File: src/rtl/uart_chan_pkg.sv
package uart_chan_pkg;

    typedef enum logic [1:0] {
        PAR_NONE = 2'b00,
        PAR_EVEN = 2'b01,
        PAR_ODD  = 2'b10,
        PAR_USER = 2'b11
    } par_mode_e;

    typedef enum logic [2:0] {
        TX_IDLE, TX_ARM, TX_START, TX_DATA, TX_PAR, TX_STOP
    } tx_state_e;

    typedef enum logic [2:0] {
        RX_IDLE, RX_START, RX_DATA, RX_PAR, RX_STOP
    } rx_state_e;

    // Value of the parity slot for a given mode; ones_odd is the XOR of the data.
    function automatic logic par_expect(par_mode_e m, logic ones_odd, logic user);
        case (m)
            PAR_EVEN: return ones_odd;
            PAR_ODD:  return !ones_odd;
            PAR_USER: return user;
            default:  return 1'b0;
        endcase
    endfunction

endpackage

File: src/rtl/uart_baud.sv
module uart_baud #(
    parameter int DIV_W    = 16,
    parameter int OVS_LOG2 = 4
) (
    input  logic             clk,
    input  logic             rst,
    input  logic [DIV_W-1:0] div_i,
    output logic             rx_tick_o,
    output logic             tx_tick_o
);
    logic [DIV_W-1:0]    cnt;
    logic [OVS_LOG2-1:0] pre;

    always_ff @(posedge clk or posedge rst) begin
        if (rst) begin
            cnt       <= '0;
            rx_tick_o <= 1'b0;
        end else if (cnt == '0) begin
            rx_tick_o <= 1'b1;
            cnt       <= div_i;
        end else begin
            rx_tick_o <= 1'b0;
            cnt       <= cnt - 1'b1;
        end
    end

    always_ff @(posedge clk or posedge rst) begin
        if (rst)            pre <= '0;
        else if (rx_tick_o) pre <= pre + 1'b1;
    end

    assign tx_tick_o = rx_tick_o && (pre == '1);

    // with a non-zero divisor, enables never fire back to back
    a_r3_tick_gap: assert property (@(posedge clk) disable iff (rst)
        rx_tick_o && ($past(div_i) != '0) |=> !rx_tick_o);

endmodule

File: src/rtl/uart_tx.sv
module uart_tx
    import uart_chan_pkg::*;
#(
    parameter int DATA_W = 8
) (
    input  logic              clk,
    input  logic              rst,
    input  logic              tick_i,
    input  logic              load_i,
    input  logic [DATA_W-1:0] data_i,
    input  par_mode_e         mode_i,
    input  logic              user_i,
    output logic              txd_o,
    output logic              busy_o
);
    localparam int CNT_W = $clog2(DATA_W);

    tx_state_e         state, nxt;
    logic [DATA_W-1:0] shreg;
    logic [CNT_W-1:0]  idx;
    logic              par_q;
    logic              last_bit;

    assign last_bit = (idx == CNT_W'(DATA_W - 1));

    always_ff @(posedge clk or posedge rst) begin
        if (rst) state <= TX_IDLE;
        else     state <= nxt;
    end

    always_comb begin
        nxt = state;
        unique case (state)
            TX_IDLE:  if (load_i) nxt = TX_ARM;
            TX_ARM:   if (tick_i) nxt = TX_START;
            TX_START: if (tick_i) nxt = TX_DATA;
            TX_DATA:  if (tick_i && last_bit) nxt = (mode_i == PAR_NONE) ? TX_STOP : TX_PAR;
            TX_PAR:   if (tick_i) nxt = TX_STOP;
            TX_STOP:  if (tick_i) nxt = TX_IDLE;
            default:  nxt = TX_IDLE;
        endcase
    end

    always_ff @(posedge clk or posedge rst) begin
        if (rst) begin
            shreg <= '0;
            idx   <= '0;
            par_q <= 1'b0;
        end else if (state == TX_IDLE && load_i) begin
            shreg <= data_i;
            idx   <= '0;
            par_q <= par_expect(mode_i, ^data_i, user_i);
        end else if (state == TX_DATA && tick_i) begin
            shreg <= shreg >> 1;
            idx   <= idx + 1'b1;
        end
    end

    always_comb begin
        unique case (state)
            TX_START: txd_o = 1'b0;
            TX_DATA:  txd_o = shreg[0];
            TX_PAR:   txd_o = par_q;
            default:  txd_o = 1'b1;
        endcase
        busy_o = (state != TX_IDLE);
    end

    // the line only moves in the cycle after a bit enable
    a_r4_txd_on_tick: assert property (@(posedge clk) disable iff (rst)
        !tick_i |=> $stable(txd_o));
    // a load while busy leaves the frame contents untouched
    a_r6_busy_load_ignored: assert property (@(posedge clk) disable iff (rst)
        busy_o && load_i && !tick_i |=> $stable(shreg) && $stable(par_q));

endmodule

File: src/rtl/uart_rx.sv
module uart_rx
    import uart_chan_pkg::*;
#(
    parameter int DATA_W   = 8,
    parameter int OVS_LOG2 = 4
) (
    input  logic              clk,
    input  logic              rst,
    input  logic              tick_i,
    input  logic              rxd_i,
    input  par_mode_e         mode_i,
    output logic              done_o,
    output logic [DATA_W-1:0] data_o,
    output logic              pbit_o,
    output logic              perr_o
);
    localparam int CNT_W = $clog2(DATA_W);
    localparam logic [OVS_LOG2-1:0] HALF = OVS_LOG2'((1 << (OVS_LOG2 - 1)) - 1);
    localparam logic [OVS_LOG2-1:0] FULL = '1;

    rx_state_e           state, nxt;
    logic                rxd_m, rxd_s;
    logic [OVS_LOG2-1:0] cnt;
    logic [CNT_W-1:0]    idx;
    logic [DATA_W-1:0]   shreg;
    logic                slot_q;
    logic                centre, last_bit;

    assign centre   = tick_i && (cnt == FULL);
    assign last_bit = (idx == CNT_W'(DATA_W - 1));

    always_ff @(posedge clk or posedge rst) begin
        if (rst) begin
            rxd_m <= 1'b1;
            rxd_s <= 1'b1;
        end else begin
            rxd_m <= rxd_i;
            rxd_s <= rxd_m;
        end
    end

    always_ff @(posedge clk or posedge rst) begin
        if (rst) state <= RX_IDLE;
        else     state <= nxt;
    end

    always_comb begin
        nxt = state;
        unique case (state)
            RX_IDLE:  if (tick_i && !rxd_s) nxt = RX_START;
            RX_START: if (tick_i && cnt == HALF) nxt = rxd_s ? RX_IDLE : RX_DATA;
            RX_DATA:  if (centre && last_bit) nxt = (mode_i == PAR_NONE) ? RX_STOP : RX_PAR;
            RX_PAR:   if (centre) nxt = RX_STOP;
            RX_STOP:  if (centre) nxt = RX_IDLE;
            default:  nxt = RX_IDLE;
        endcase
    end

    always_ff @(posedge clk or posedge rst) begin
        if (rst) begin
            cnt    <= '0;
            idx    <= '0;
            shreg  <= '0;
            slot_q <= 1'b0;
        end else begin
            if (tick_i) begin
                if (state == RX_IDLE || (state == RX_START && cnt == HALF)) cnt <= '0;
                else                                                        cnt <= cnt + 1'b1;
            end
            if (state == RX_IDLE) idx <= '0;
            if (state == RX_DATA && centre) begin
                shreg <= {rxd_s, shreg[DATA_W-1:1]};
                idx   <= idx + 1'b1;
            end
            if (state == RX_PAR && centre) slot_q <= rxd_s;
        end
    end

    always_ff @(posedge clk or posedge rst) begin
        if (rst) begin
            done_o <= 1'b0;
            data_o <= '0;
            pbit_o <= 1'b0;
            perr_o <= 1'b0;
        end else if (state == RX_STOP && centre) begin
            done_o <= 1'b1;
            data_o <= shreg;
            pbit_o <= (mode_i == PAR_NONE) ? 1'b0 : slot_q;
            perr_o <= (mode_i == PAR_EVEN || mode_i == PAR_ODD) &&
                      (slot_q != par_expect(mode_i, ^shreg, 1'b0));
        end else begin
            done_o <= 1'b0;
            perr_o <= 1'b0;
        end
    end

    // one delivery pulse per frame
    a_r8_done_single: assert property (@(posedge clk) disable iff (rst)
        done_o |=> !done_o);
    // user mode never reports a parity error
    a_r9_user_no_err: assert property (@(posedge clk) disable iff (rst)
        done_o && ($past(mode_i) == PAR_USER) |-> !perr_o);

endmodule

File: src/rtl/uart_chan.sv
module uart_chan
    import uart_chan_pkg::*;
#(
    parameter int CHAN_IDX  = 0,
    parameter int CHAN_BASE = 4,
    parameter int ADDR_W    = 6,
    parameter int OVS_LOG2  = 4
) (
    input  logic       clk,
    input  logic       rst,
    input  logic       sys_cs_n,
    input  logic [5:0] addr_i,
    input  logic       wr_n,
    input  logic       rd_n,
    input  logic [7:0] wdata,
    output logic [7:0] rdata,
    output logic       txd,
    input  logic       rxd,
    output logic       tx_irq,
    output logic       rx_irq
);
    localparam int DATA_W = 8;
    localparam int DIV_W  = 2 * DATA_W;
    localparam int REG_W  = 2;
    localparam int SEL_W  = ADDR_W - REG_W;
    localparam logic [SEL_W-1:0] MY_SEL = SEL_W'(CHAN_IDX + CHAN_BASE);

    logic              sel, wr_n_q, rd_n_q, wr_go, rd_end;
    logic [REG_W-1:0]  reg_a;
    logic [DIV_W-1:0]  div_q;
    par_mode_e         mode_q;
    logic              user_q;
    logic [DATA_W-1:0] rx_data_q;
    logic              avail_q, pbit_q, perr_q;
    logic              rx_tick, tx_tick, tx_busy;
    logic              rx_done, rx_pbit, rx_perr;
    logic [DATA_W-1:0] rx_data;

    assign sel    = !sys_cs_n && (addr_i[ADDR_W-1:REG_W] == MY_SEL);
    assign reg_a  = addr_i[REG_W-1:0];
    assign wr_go  = sel && !wr_n && wr_n_q;
    assign rd_end = sel && rd_n && !rd_n_q;

    always_ff @(posedge clk or posedge rst) begin
        if (rst) begin
            wr_n_q <= 1'b1;
            rd_n_q <= 1'b1;
        end else begin
            wr_n_q <= wr_n;
            rd_n_q <= rd_n;
        end
    end

    always_ff @(posedge clk or posedge rst) begin
        if (rst) begin
            div_q  <= '0;
            mode_q <= PAR_NONE;
            user_q <= 1'b0;
        end else if (wr_go) begin
            unique case (reg_a)
                2'd1: begin
                    mode_q <= par_mode_e'(wdata[1:0]);
                    user_q <= wdata[2];
                end
                2'd2:    div_q[DATA_W-1:0]     <= wdata;
                2'd3:    div_q[DIV_W-1:DATA_W] <= wdata;
                default: ;
            endcase
        end
    end

    always_ff @(posedge clk or posedge rst) begin
        if (rst) begin
            rx_data_q <= '0;
            avail_q   <= 1'b0;
            pbit_q    <= 1'b0;
            perr_q    <= 1'b0;
        end else begin
            if (rx_done) begin
                rx_data_q <= rx_data;
                avail_q   <= 1'b1;
                pbit_q    <= rx_pbit;
            end else if (rd_end && reg_a == 2'd0) begin
                avail_q   <= 1'b0;
            end
            perr_q <= (perr_q && !(rd_end && reg_a == 2'd1)) || (rx_done && rx_perr);
        end
    end

    always_comb begin
        rdata = '0;
        if (sel && !rd_n) begin
            unique case (reg_a)
                2'd0: rdata = rx_data_q;
                2'd1: rdata = {4'b0, perr_q, pbit_q, tx_busy, avail_q};
                2'd2: rdata = div_q[DATA_W-1:0];
                2'd3: rdata = div_q[DIV_W-1:DATA_W];
                default: rdata = '0;
            endcase
        end
    end

    assign tx_irq = !tx_busy;
    assign rx_irq = avail_q;

    uart_baud #(.DIV_W(DIV_W), .OVS_LOG2(OVS_LOG2)) u_baud (
        .clk(clk), .rst(rst), .div_i(div_q),
        .rx_tick_o(rx_tick), .tx_tick_o(tx_tick)
    );

    uart_tx #(.DATA_W(DATA_W)) u_tx (
        .clk(clk), .rst(rst), .tick_i(tx_tick),
        .load_i(wr_go && reg_a == 2'd0), .data_i(wdata),
        .mode_i(mode_q), .user_i(user_q),
        .txd_o(txd), .busy_o(tx_busy)
    );

    uart_rx #(.DATA_W(DATA_W), .OVS_LOG2(OVS_LOG2)) u_rx (
        .clk(clk), .rst(rst), .tick_i(rx_tick), .rxd_i(rxd), .mode_i(mode_q),
        .done_o(rx_done), .data_o(rx_data), .pbit_o(rx_pbit), .perr_o(rx_perr)
    );

    // no register changes unless the channel is selected
    a_r2_quiet_unselected: assert property (@(posedge clk) disable iff (rst)
        !sel |=> $stable(div_q) && $stable(mode_q) && $stable(user_q));
    // a delivered byte raises the receive interrupt
    a_r8_irq_on_done: assert property (@(posedge clk) disable iff (rst)
        rx_done |=> rx_irq);
    // a status read with no frame landing clears the sticky error
    a_r9_err_cleared: assert property (@(posedge clk) disable iff (rst)
        rd_end && reg_a == 2'd1 && !rx_done |=> !perr_q);

endmodule

File: config.mk
export PLATFORM = sky130hd
export DESIGN_NAME = uart_chan
export DESIGN_NICKNAME = d
export VERILOG_FILES = /design/src/rtl/uart_chan_pkg.sv /design/src/rtl/uart_baud.sv /design/src/rtl/uart_tx.sv /design/src/rtl/uart_rx.sv /design/src/rtl/uart_chan.sv
export SDC_FILE = /design/constraint.sdc
export NUM_CORES = 1
export LEC_CHECK = 0
export BUFFER_PORTS_ARGS = -buffer_cell sky130_fd_sc_hd__buf_2
export CORE_MARGIN = 4
export CORE_UTILIZATION = 60
export CTS_BUF_LIST = sky130_fd_sc_hd__clkbuf_2 sky130_fd_sc_hd__clkbuf_4 sky130_fd_sc_hd__clkbuf_8
export DETAILED_ROUTE_END_ITERATION = 16
export GPL_ROUTABILITY_DRIVEN = 0
export PLACE_DENSITY = 0.79
export SLEW_MARGIN = 20
export SYNTH_ARGS = -nofsm -noshare
export SYNTH_HDL_FRONTEND = slang
export SYNTH_SLANG_ARGS = --single-unit
File: constraint.sdc
create_clock -name clk -period 4.5 [get_ports clk]
set_input_delay 0.45 -clock clk [delete_from_list [all_inputs] [get_ports clk]]
set_output_delay 0.45 -clock clk [all_outputs]
set_load 0.01 [all_outputs]
Yosys cells after proc, flatten, opt, wreduce, memory -nomap -nowiden:

Cells that the tools add are included.

* word-level logic and storage cells: 154
* bits of input ports: 20
* flip-flop bits (word level): 100

* reduce and logical (&&, ||, !) cells: 52
* equal/unequal tests: 33
* $add $sub $neg: 5
* multiplexer cells: 36

Operator list (count)
* $mux W3: 16
* $pmux W8 S4: 1
* $logic_and A1 B1 Y1: 24
* $mux W8: 3
* $ne A2 B1 Y1 const B: 11
* $pmux W3 S6: 1
* $logic_not A16 Y1: 1
* $mux W16: 1
* $reduce_xor A8 Y1: 2
* $sub A16 B1 Y16 const B: 1
* $eq A3 B3 Y1 const B: 5
* $pmux W3 S5: 1
* $eq A3 B2 Y1 const B: 4
* $logic_not A1 Y1: 9
* $add A4 B1 Y4 const B: 2
* $eq A2 B2 Y1 const B: 4
* $eq A4 B3 Y1 const B: 2
* $eq A4 B4 Y1 const B: 2
* $mux W1: 8
* $add A3 B1 Y3 const B: 2
* $eq A3 B1 Y1 const B: 2
* $logic_not A3 Y1: 2
* $pmux W1 S3: 2
* $reduce_and A2 Y1: 3
* other kinds (11): 17

Longest topological paths before layout:

* word-level depth: 8
* depth in mapped cells: 8
* mapped depth without buffers: 7

Cells and area by module:

Synthesis repeated with hierarchy kept, for this count alone.

* cells, all modules: 454
* area, all modules: 5028.6 um^2

Modules (own cells, without submodules)
* uart_rx: cells an instance 147, times used 1, area each 1570.3 um^2, seq. area each 803.3 um^2
* uart_chan: cells an instance 103, times used 1, area each 1503.9 um^2, seq. area each 803.3 um^2
* uart_baud: cells an instance 117, times used 1, area each 1148.6 um^2, seq. area each 525.5 um^2
* uart_tx: cells an instance 87, times used 1, area each 805.8 um^2, seq. area each 375.4 um^2

Least setup slack after synthesis:

Ideal clock, no wire load.

* path type: register to register
* start: reg u_baud.cnt[7]
* end: reg u_baud.cnt[10]
* period minus slack after synthesis: 2.074 ns
* library setup time: 0.126 ns
* arrival time: 1.948 ns
* cell stages (with the launch flop): 8
* setup slack: 2.426 ns
* path through: dfrtp_1 -> or4_4 -> or4_4 -> nor2_4 -> nand4b_4 -> buf_2 -> nor2_1 -> a21oi_1

* word-level cells in the longest chain between the ends: 2
* elaborated cells on any way between the ends: 3

Ends and longest elaborated chain
* start, declared: RTL line uart_baud.sv:11 `logic [DIV_W-1:0] cnt;`
* start signal, assigned: RTL line uart_baud.sv:20 `cnt <= div_i;`
* start signal, assigned: RTL line uart_baud.sv:23 `cnt <= cnt - 1'b1;`
* $sub A16 B1 Y16 / $logic_not A16 Y1 (equally long branches): RTL line uart_baud.sv:23, uart_baud.sv:18
* $mux W16 (*): RTL line uart_baud.sv:18 `end else if (cnt == '0) begin`

Mark *: on every way between the ends. The rest lies on a longest branch, timed or not.
A chain may end at the register's enable or synchronous reset.

Final worst setup path:

* start: reg u_tx.state[0]
* end: out rdata[1]

* word-level cells in the longest chain between the ends: 3

Ends and longest elaborated chain
* start, declared: RTL line uart_tx.sv:18 `tx_state_e state, nxt;`
* start signal, assigned: RTL line uart_tx.sv:28 `else state <= nxt;`
* $reduce_bool A3 Y1: RTL line uart_tx.sv:66 `busy_o = (state != TX_IDLE);`
* $pmux W8 S4: RTL line uart_chan.sv:93 `unique case (reg_a)`
* $mux W8: RTL line uart_chan.sv:92 `if (sel && !rd_n) begin`
* end, declared: RTL line uart_chan.sv:16 `output logic [7:0] rdata,`

Every way passes these cells.

==> impl_metrics.ini <==
[status]
outcome = finished, final reports clean

[floorplan]
start_util_pct = 62.26
die_area_mm2 = 0.009560
die_y_um = 97.78
die_w_um = 97.78
std_cell_rows = 32
coreArea_mm2 = 0.007767
num_io_pins = 31

[clock_tree]
htreeDepth = 3
cts-root-buf = clkbuf_8
clockBufferDepth = 2
cts_setup_buffers = 0
clock_latency_ns = 0.37
cts_resized = 0
hold_buffers = 0
cts_tree = yes
clock-sinks = 100
path_clk_slew_ns = 0.10
cts_made_buffers = 9

[logic_synthesis]
synth-main-ff-cell = dfrtp_1
synth_edf_count = 0
synth.avg_cell_area_um2 = 11.19
yosysUniqueCellTypes = 44
ys_ff_latch = 100
postSynthCellCount = 432
seq_area_frac_synth_pct = 51.85
syn_nets = 464
yosys_warnings = 0
synth_area_mm2 = 0.004836
async_reset_ff_share_pct = 100.0

[setup_path]
slowest_delay_ns = 0.48
crit_path_end_kind = output port
path_class = flop to output port
crit_arrival_ns = 2.11
slowest_stage = mux4_2
cp.required_ns = 4.05
critPathLaunchType = flop
crit_chain = or3_1 -> mux4_2 -> nor2b_1 -> buf_2
critPathMaxFanout = 8

[timing]
timing.final.hold_violations = 0
finalSetupViolations = 0
finClkSkew_ns = 0.009856
fin_ws_ns = 1.943
final.period_utilization_pct = 56.83
timing.final.max_slew_violations = 0
max-slew-margin-rel_pct = 42.98
fin_crit_ns = 2.557
worst_slew_pin_slew_ns = 0.8553
setup_tns_ns = 0
fmax_ghz = 0.3910
rsz0062_at_grt = false

[pwr]
peakVddDrop_uv = 258.2
powerDensity_mw_per_mm2 = 389.7
power.leakage_uw = 0.002501
total_power_uw = 2065

[route]
via_count = 3299
wl_met3_um = 499
firstDrtPassIters = 5
routed_wl_mm = 9.745
wl_per_cell_um = 17.22
vias_per_cell = 5.829
wl_met1_mm = 4.316
drc = 0
routed-wl-met2_mm = 4.735
routed.top_layer = met4
ant_nets = 0
drt_iter0_drc = 156

[place]
post-place-ws_ns = 1.408
dp_hpwl_mm = 6.817
place_inst = 550
place_area_mm2 = 0.005055
portBuffers = 30

[grt]
grt_first_pass_wirelength_mm = 16.55
grt_max_degree = 72
grt_pass1_vias = 3405
overflow = 0
grt_usage_pct = 21.47
antenna_found_initial = 0

[cells_and_area]
n_fill_cell = 614
final_common_cell = dfrtp_1
design_area_mm2 = 0.005299
layout.nets = 491
antenna_cells = 0
area_growth_pct = 9.573
final_cells = 566
drive_gt1_share_pct = 23.06
final_cell_mix = dfrtp_1 (96), nor2_1 (46), mux2_2 (45), buf_2 (30), nand2_1 (28)

[hold_path]
hp-class = primary input to flop

[job]
maxCapViolCount = 0
area by class of cell:
type                    instances  area (um2)  area share [%]
repair buffers                 31       157.7           2.975
clock inverters                 5       83.83           1.582
clock buffers                  11       151.4           2.857
multi-input cells             299        2201           41.53
flip-flops and latches        100        2507           47.32
well taps                     102       127.6           2.408
inverters                      18       70.07           1.322
cell usage after synthesis, types with 2 or more instances:
cell	count	area [um2]
a211oi_1	2	15.01
or4_4	2	22.52
or4_1	2	15.01
nand3_1	5	25.02
dfstp_2	4	105.1
or3_1	2	12.51
ha_1	12	150.1
nor3b_1	3	22.52
buf_1	3	11.26
o22ai_1	3	18.77
inv_1	18	67.56
nor3_1	6	30.03
nand2_1	28	105.1
nand2b_1	10	62.56
o21ai_0	20	100.1
mux4_2	4	90.09
a22oi_1	7	52.55
nand3b_1	4	30.03
a21oi_1	21	105.1
clkbuf_1	7	26.28
mux2_2	45	506.7
dfrtp_1	96	2402
mux2i_1	9	90.09
a31oi_1	6	37.54
nor4_1	2	12.51
o31ai_1	4	30.03
and3_1	2	12.51
nor2_1	46	172.7
xor2_1	9	78.83
buf_2	4	20.02
nor2b_1	6	37.54
a22o_1	5	43.79
xnor2_1	24	210.2
layer usage:
layer	GRT usage (%)	up-vias
li1	-	1551
met1	28.62	1634
met2	34.79	94
met3	5.143	20
met4	7.348	0
met5	0	-
through the flow:
step,util (%),hold WS (ns)
CTS,68.11,0.1598
global route,68.22,0.1668
global placement,65.08,0.3499
finish,68.22,0.1801
detailed placement,65.08,0.3473
floorplan,-,0.3452
flip-flops by register name (all words and copies together), names as in the netlist, 4 cells and up:
| signal | cells |
|---|---|
| div_q | 16 |
| u_baud.cnt | 16 |
| rx_data_q | 8 |
| u_rx.data_o | 8 |
| u_rx.shreg | 8 |
| u_tx.shreg | 8 |
| u_baud.pre | 4 |
| u_rx.cnt | 4 |
path summary, 6_finish.rpt:
kind                                from            end  slack [ns]  depth (start not counted)
min                                  rxd     u_rx.rxd_m        0.18                          1
max in group asynchronous            rst    u_rx.idx[1]        3.31                          3
max reg2reg                u_baud.cnt[7]  u_baud.cnt[1]        2.07                          6
max                        u_tx.state[0]       rdata[1]        1.94                          4
min in group asynchronous            rst  u_baud.cnt[6]        0.24                          2
min reg2reg                   u_rx.rxd_m     u_rx.rxd_s        0.37                          0
power breakdown:
group	total [uW]	internal, uW	switching, uW
Clock	652	344	308
Sequential	1110	1010	106
Combinational	301	151	149
Total	2070	1500	563
kinds of logic after synthesis:
group / synth area share, %
and+or+nand+nor: 13.51
DFF: 51.85
AOI/OAI and AO/OA: 8.538
buffers and inverters: 2.820
muxes: 14.20
adders and majority gates: 3.105
xor gates and xnor gates: 5.977
worst max-delay path, delay by kind of cell (launching register included):
family / cells / cell delay (ns)
and+or+nand+nor: 2 / 0.64
muxes: 1 / 0.48
DFF: 1 / 0.46
buffers and inverters: 1 / 0.16
(Power assumes the default switching activity.)
